$ cat config.mk
export PLATFORM = sky130hd
export DESIGN_NAME = chsel_i2c_target
export DESIGN_NICKNAME = d
export VERILOG_FILES = /design/src/rtl/chsel_pkg.sv /design/src/rtl/chsel_bus_cond.sv /design/src/rtl/chsel_chan_reg.sv /design/src/rtl/chsel_xfer_fsm.sv /design/src/rtl/chsel_i2c_target.sv
export SDC_FILE = /design/constraint.sdc
export NUM_CORES = 1
export LEC_CHECK = 0
export ABC_CLOCK_PERIOD_IN_PS = 2100
export BUFFER_PORTS_ARGS = -buffer_cell sky130_fd_sc_hd__buf_2
export CAP_MARGIN = 20
export CORE_ASPECT_RATIO = 0.9
export CORE_UTILIZATION = 40
export CTS_CLUSTER_DIAMETER = 120
export DETAILED_ROUTE_END_ITERATION = 8
export SLEW_MARGIN = 25
export SYNTH_ARGS = -nofsm -noshare
export SYNTH_HDL_FRONTEND = slang
export SYNTH_SLANG_ARGS = --single-unit
$ cat constraint.sdc
create_clock -name clk -period 2.1 [get_ports clk]
set_clock_uncertainty 0.2 [all_clocks]
set_input_delay 0 -clock clk [delete_from_list [all_inputs] [get_ports clk]]
set_output_delay 0 -clock clk [all_outputs]
set_load 0.005 [all_outputs]
$ cat src/rtl/chsel_pkg.sv
package chsel_pkg;

  localparam int BYTE_W = 8;
  localparam int CNT_W  = $clog2(BYTE_W + 1);
  localparam int NCHAN  = 2;

  localparam logic [4:0] ADDR_PREFIX = 5'b11100;

  typedef enum logic [2:0] {
    ST_IDLE,
    ST_ADDR,
    ST_AACK,
    ST_WBYTE,
    ST_WACK,
    ST_RBYTE,
    ST_RACK
  } xfer_st_t;

  // True when a received 7-bit address selects this target.
  function automatic logic addr_match(input logic [6:0] adr, input logic [1:0] strap);
    return adr == {ADDR_PREFIX, strap};
  endfunction

  // Byte returned on a read: interrupt flags in bits 5:4, selection in 1:0.
  function automatic logic [BYTE_W-1:0] status_byte(input logic [NCHAN-1:0] irq_n,
                                                    input logic [NCHAN-1:0] en);
    return {2'b00, ~irq_n[1], ~irq_n[0], 2'b00, en};
  endfunction

endpackage

$ cat src/rtl/chsel_bus_cond.sv
module chsel_bus_cond (
  input  logic clk,
  input  logic rst_n,
  input  logic scl_in,
  input  logic sda_in,
  output logic scl_rise,
  output logic scl_fall,
  output logic start_evt,
  output logic stop_evt
);
  logic scl_q, sda_q;

  always_ff @(posedge clk or negedge rst_n) begin
    if (!rst_n) begin
      scl_q <= 1'b1;
      sda_q <= 1'b1;
    end else begin
      scl_q <= scl_in;
      sda_q <= sda_in;
    end
  end

  assign scl_rise  = scl_in & ~scl_q;
  assign scl_fall  = ~scl_in & scl_q;
  assign start_evt = scl_in & scl_q & sda_q & ~sda_in;
  assign stop_evt  = scl_in & scl_q & ~sda_q & sda_in;
endmodule

$ cat src/rtl/chsel_chan_reg.sv
module chsel_chan_reg
  import chsel_pkg::*;
(
  input  logic             clk,
  input  logic             rst_n,
  input  logic             wr_stb,
  input  logic [NCHAN-1:0] wr_sel,
  input  logic             stop_evt,
  output logic [NCHAN-1:0] chan_en
);
  logic [NCHAN-1:0] pend;
  logic             pend_v;

  always_ff @(posedge clk or negedge rst_n) begin
    if (!rst_n) begin
      pend    <= '0;
      pend_v  <= 1'b0;
      chan_en <= '0;
    end else begin
      if (wr_stb) begin
        pend   <= wr_sel;
        pend_v <= 1'b1;
      end
      if (stop_evt && pend_v) begin
        chan_en <= pend;
        pend_v  <= 1'b0;
      end
    end
  end
endmodule

$ cat src/rtl/chsel_xfer_fsm.sv
module chsel_xfer_fsm
  import chsel_pkg::*;
(
  input  logic              clk,
  input  logic              rst_n,
  input  logic              sda_in,
  input  logic              scl_rise,
  input  logic              scl_fall,
  input  logic              start_evt,
  input  logic              stop_evt,
  input  logic [1:0]        strap,
  input  logic [BYTE_W-1:0] rd_byte,
  output logic              sda_oe,
  output logic              wr_stb,
  output logic [NCHAN-1:0]  wr_sel,
  output logic              addr_done,
  output logic              addr_hit,
  output logic              in_addr
);
  localparam logic [CNT_W-1:0] CNT_FULL = CNT_W'(BYTE_W);

  xfer_st_t          st;
  logic [CNT_W-1:0]  cnt;
  logic [BYTE_W-1:0] sh;
  logic [BYTE_W-1:0] tx;
  logic              m_ack;

  assign in_addr   = (st == ST_ADDR);
  assign addr_done = in_addr && scl_fall && (cnt == CNT_FULL);
  assign addr_hit  = addr_match(sh[BYTE_W-1:1], strap);
  assign wr_stb    = (st == ST_WBYTE) && scl_fall && (cnt == CNT_FULL);
  assign wr_sel    = sh[NCHAN-1:0];

  always_ff @(posedge clk or negedge rst_n) begin
    if (!rst_n) begin
      st     <= ST_IDLE;
      cnt    <= '0;
      sh     <= '0;
      tx     <= '0;
      sda_oe <= 1'b0;
      m_ack  <= 1'b0;
    end else if (start_evt) begin
      st     <= ST_ADDR;
      cnt    <= '0;
      sda_oe <= 1'b0;
    end else if (stop_evt) begin
      st     <= ST_IDLE;
      sda_oe <= 1'b0;
    end else begin
      case (st)
        ST_ADDR, ST_WBYTE: begin
          if (scl_rise) begin
            sh  <= {sh[BYTE_W-2:0], sda_in};
            cnt <= cnt + 1'b1;
          end else if (scl_fall && cnt == CNT_FULL) begin
            if (st == ST_ADDR) begin
              if (addr_hit) begin
                sda_oe <= 1'b1;
                st     <= ST_AACK;
              end else begin
                st <= ST_IDLE;
              end
            end else begin
              sda_oe <= 1'b1;
              st     <= ST_WACK;
            end
          end
        end
        ST_AACK: begin
          if (scl_fall) begin
            cnt <= '0;
            if (sh[0]) begin
              tx     <= {rd_byte[BYTE_W-2:0], 1'b0};
              sda_oe <= ~rd_byte[BYTE_W-1];
              st     <= ST_RBYTE;
            end else begin
              sda_oe <= 1'b0;
              st     <= ST_WBYTE;
            end
          end
        end
        ST_WACK: begin
          if (scl_fall) begin
            sda_oe <= 1'b0;
            cnt    <= '0;
            st     <= ST_WBYTE;
          end
        end
        ST_RBYTE: begin
          if (scl_rise) begin
            cnt <= cnt + 1'b1;
          end else if (scl_fall) begin
            if (cnt == CNT_FULL) begin
              sda_oe <= 1'b0;
              st     <= ST_RACK;
            end else begin
              sda_oe <= ~tx[BYTE_W-1];
              tx     <= {tx[BYTE_W-2:0], 1'b0};
            end
          end
        end
        ST_RACK: begin
          if (scl_rise) begin
            m_ack <= ~sda_in;
          end else if (scl_fall) begin
            if (m_ack) begin
              cnt    <= '0;
              tx     <= {rd_byte[BYTE_W-2:0], 1'b0};
              sda_oe <= ~rd_byte[BYTE_W-1];
              st     <= ST_RBYTE;
            end else begin
              st <= ST_IDLE;
            end
          end
        end
        default: ;
      endcase
    end
  end
endmodule

$ cat src/rtl/chsel_i2c_target.sv
module chsel_i2c_target
  import chsel_pkg::*;
(
  input  logic             clk,
  input  logic             rst_n,
  input  logic             scl_in,
  input  logic             sda_in,
  input  logic [1:0]       strap_a,
  input  logic [NCHAN-1:0] irq_n,
  output logic             sda_oe,
  output logic [NCHAN-1:0] chan_en
);
  logic              scl_rise, scl_fall;
  logic              start_evt, stop_evt;
  logic              wr_stb;
  logic [NCHAN-1:0]  wr_sel;
  logic              addr_done, addr_hit, in_addr;
  logic [BYTE_W-1:0] rd_byte;

  assign rd_byte = status_byte(irq_n, chan_en);

  chsel_bus_cond u_cond (
    .clk       (clk),
    .rst_n     (rst_n),
    .scl_in    (scl_in),
    .sda_in    (sda_in),
    .scl_rise  (scl_rise),
    .scl_fall  (scl_fall),
    .start_evt (start_evt),
    .stop_evt  (stop_evt)
  );

  chsel_xfer_fsm u_fsm (
    .clk       (clk),
    .rst_n     (rst_n),
    .sda_in    (sda_in),
    .scl_rise  (scl_rise),
    .scl_fall  (scl_fall),
    .start_evt (start_evt),
    .stop_evt  (stop_evt),
    .strap     (strap_a),
    .rd_byte   (rd_byte),
    .sda_oe    (sda_oe),
    .wr_stb    (wr_stb),
    .wr_sel    (wr_sel),
    .addr_done (addr_done),
    .addr_hit  (addr_hit),
    .in_addr   (in_addr)
  );

  chsel_chan_reg u_reg (
    .clk      (clk),
    .rst_n    (rst_n),
    .wr_stb   (wr_stb),
    .wr_sel   (wr_sel),
    .stop_evt (stop_evt),
    .chan_en  (chan_en)
  );
endmodule

==> run_results.csv <==
group,metric,value,unit
placed_design,port_buffers,10,
clock_tree,cts_buffers,5,
power_and_ir_drop,switching_share,29.28,%
worst_setup_path,crit_buf_inv,2,
yosys,synth.most_common_cell,"dfrtp_1",
sta,worst_pin_slew,0.6703,ns
layout,drive_gt1_share,27.12,%
route,ant_nets,0,
global_route,grt_pass1_wl,5644,µm
power_and_ir_drop,p_comb_share,18.0,%
placed_design,hpwl,2229,µm
min_path,worstHoldPathType,"in2reg",
global_route,antenna_found_initial,0,
power_and_ir_drop,power_leakage,0.8495,nW
worst_setup_path,crit_chain,"inv_1 > ha_1 > and3b_1 > o22ai_1 > nand2_1 > buf_4 > a211oi_1 > a21o_1",
route,wl_per_cell,13.92,µm
clock_tree,cts_tree,"yes",
worst_setup_path,cp_slowest_cell,"dfrtp_1",
global_route,first_global_vias,1283,
route,drt-pass1-iter-count,4,
clock_tree,htree_levels,2,
worst_setup_path,critical_path_peak_fanout,14,
yosys,syn_nets,163,
route,detail_route.vias_per_cell,5.507,
yosys,syn_area,0.001614,mm²
worst_setup_path,cp_top_family,"compound AO/OA/AOI/OAI gates",
sta,drv_slew,0,
yosys,synth_common_cells,"29 x dfrtp_1, 16 x nand2_1, 12 x mux2_2",
die,dieWidth,68.96,µm
yosys,synthTopCellsByArea,"dfrtp_1 45%, mux2_2 8.4%, nand2_1 3.7%",
worst_setup_path,ff2ff_path_depth,8,
yosys,ys.warnings.count,0,
power_and_ir_drop,power_per_cell_area,836.6,mW/mm²
worst_setup_path,cp-end-kind,"register",
yosys,synth_flop_cell,"dfrtp_1",
clock_tree,clk_latency,0.28,ns
sta,hold_viol,0,
yosys,async_flop_share,100.0,%
sta,period_share,92.28,%
die,row_count,21,
die,dieArea,0.004293,mm²
yosys,syn_area_per_cell,10.55,µm²
die,coreArea,0.003784,mm²
die,dieHeight,62.26,µm
clock_tree,clockRootBuffer,"clkbuf_8",
power_and_ir_drop,seqPwrFrac,51.3,%
clock_tree,cts_setup_buffers,0,
worst_setup_path,critPathMaxStageDelay,0.42,ns
worst_setup_path,crit_required,2.13,ns
sta,fin_crit,1.938,ns
clock_tree,cts.path.max_buffers,2,
layout,syn_to_final_growth,16.36,%
route,wirelength,3105,µm
layout,num-nets-final,186,
sta,rsz0062_at_grt,"false",
sta,fmax,0.5161,GHz
yosys,synthDistinctLibCells,45,
die,io_pins,11,
layout,antenna_cells,0,
sta,slew_headroom,55.31,%
global_route,track_usage,18.03,%
worst_setup_path,cp.arrival,1.97,ns
job,maxCapViolations,0,
power_and_ir_drop,p_int,0.001111,W
route,route.vias.total,1228,
die,initial_core_util,42.66,%
worst_setup_path,crit_cells,8,
sta,final.setup.tns,0,ns
global_route,grt_max_degree,32,
worst_setup_path,start_kind,"register",
sta,finalSetupViolations,0,
clock_tree,cts.clk_slew.worst_paths,0.07,ns
power_and_ir_drop,p_clk_share,30.7,%
yosys,synth-edff-count,0,
route,drt-initial-drc-count,69,
yosys,ys_seq_area_share,48.22,%
min_path,hold_depth,5,
global_route,grt_overflow,0,
yosys,synth_top_cell_area_share,44.96,%
yosys,ys_ff_latch,31,
status,status,"finished, final reports clean",
worst_setup_path,critical_path_class,"reg2reg",
power_and_ir_drop,irDropWorstVdd,473.7,µV
clock_tree,clkSinkCount,31,
placed_design,gp_congestion,0.9159,
sta,holdWs,0.06213,ns
yosys,syn_inst,153,
power_and_ir_drop,p_switching,0.0004600,W
yosys,synth.largest_area_cell,"dfrtp_1",
route,drc,0,
[power groups by stage]
stage | clock network [W] | registers (W) | logic [W]
floorplan | 0 | 0.000768 | 0.000225
global placement | 0 | 0.000808 | 0.000264
detailed placement | 0 | 0.000816 | 0.000277
CTS | 0.000498 | 0.000806 | 0.000288
global route | 0.000523 | 0.000822 | 0.000321
finish | 0.000483 | 0.000806 | 0.000282
[path summary, 6_finish.rpt]
check	start	endpoint	slack (ns)
min	strap_a[0]	u_fsm.sda_oe	0.06
min reg2reg	u_fsm.tx[3]	u_fsm.tx[3]	0.28
max reg2reg	u_fsm.cnt[0]	u_fsm.tx[6]	0.16
max	u_fsm.cnt[0]	u_fsm.tx[6]	0.16
min in group asynchronous	rst_n	u_fsm.tx[7]	0.09
max in group asynchronous	rst_n	u_fsm.cnt[2]	1.18
[kinds of logic (layout without fill, tap and decap cells)]
group / count (synthesis) / count (layout) / share of synthesized area, %
AO/OA/AOI/OAI: 33 / 33 / 14.26
XOR/XNOR: 2 / 2 / 1.085
adder cells (fa/ha/maj): 2 / 2 / 1.550
buffers and inverters: 10 / 34 / 3.333
flip-flops: 31 / 31 / 48.22
multiplexers: 15 / 15 / 10.23
AND/OR/NAND/NOR: 60 / 60 / 21.32
[sequential cells by signal (all words and copies together) (netlist names)]
signal / count
u_cond.sda_q: 1
u_fsm.m_ack: 1
u_reg.pend: 2
u_fsm.sda_oe: 1
u_fsm.sh: 8
u_reg.pend_v: 1
u_fsm.st: 3
u_cond.scl_q: 1
u_fsm.tx: 7
u_reg.chan_en: 2
u_fsm.cnt: 4
[per-layer routing]
layer / vias up / wire (µm) / track usage [%]
met5: - / 0 / 0
met4: 0 / 94 / 9.184
met3: 9 / 134 / 5.699
met2: 27 / 1432 / 27.55
met1: 597 / 1444 / 22.35
li1: 595 / - / -
[worst register-to-register path: cells and delay by family, from the launching register on]
family          cells  cell delay (ns)
buf+inv             2             0.26
compound gates      3             0.53
fa+ha+maj           1             0.20
flops               1             0.42
simple gates        2             0.27
[through the flow]
| step | setup slack, ns | power, W | instances | area (µm²) | util (%) |
|---|---|---|---|---|---|
| final | 0.1622 | 0.001571 | 223 | 1878 | 49.64 |
| after global routing | 0.06549 | 0.001666 | 223 | 1878 | 49.64 |
| after global placement | 0.2675 | 0.001072 | 208 | 1717 | 45.37 |
| after floorplan | 0.3662 | 0.0009929 | 153 | 1614 | - |
| after CTS | 0.1472 | 0.001592 | 223 | 1878 | 49.64 |
| after detailed placement | 0.1629 | 0.001092 | 208 | 1717 | 45.37 |
[placed cells by master (no fill, tap or decap), types with 3 or more instances in the layout]
cell           netlist  routed
o21ai_0              4       4
buf_2                1      10
o21ai_2              5       5
nand3_1             11      11
dlygate4sd3_1        0       7
buf_4                2       4
mux2i_1              3       3
nor2_1               9       9
clkbuf_8             0       6
a21o_1               4       4
o21ai_1              3       3
nor3_1               4       4
mux2_2              12      12
dfrtp_1             29      29
nand2b_1             3       3
inv_1                5       5
a21oi_1              4       4
nand2_1             16      16
[timing repair]
item	in CTS	in global routing
endpoints found under the setup margin	0	0
hold buffers	7	0
resized for setup	0	0
hold endpoints to repair	39	0
[area by class of cell]
class	instances	area [µm²]
clock buffers	7	86.33
clock inverters	1	5.005
fillers	354	1906
inverters	5	18.77
multi-input cells	112	782.0
flip-flops and latches	31	778.2
well taps	46	57.56
repair buffers	21	150.1
Power figures use the tool's default switching activity.
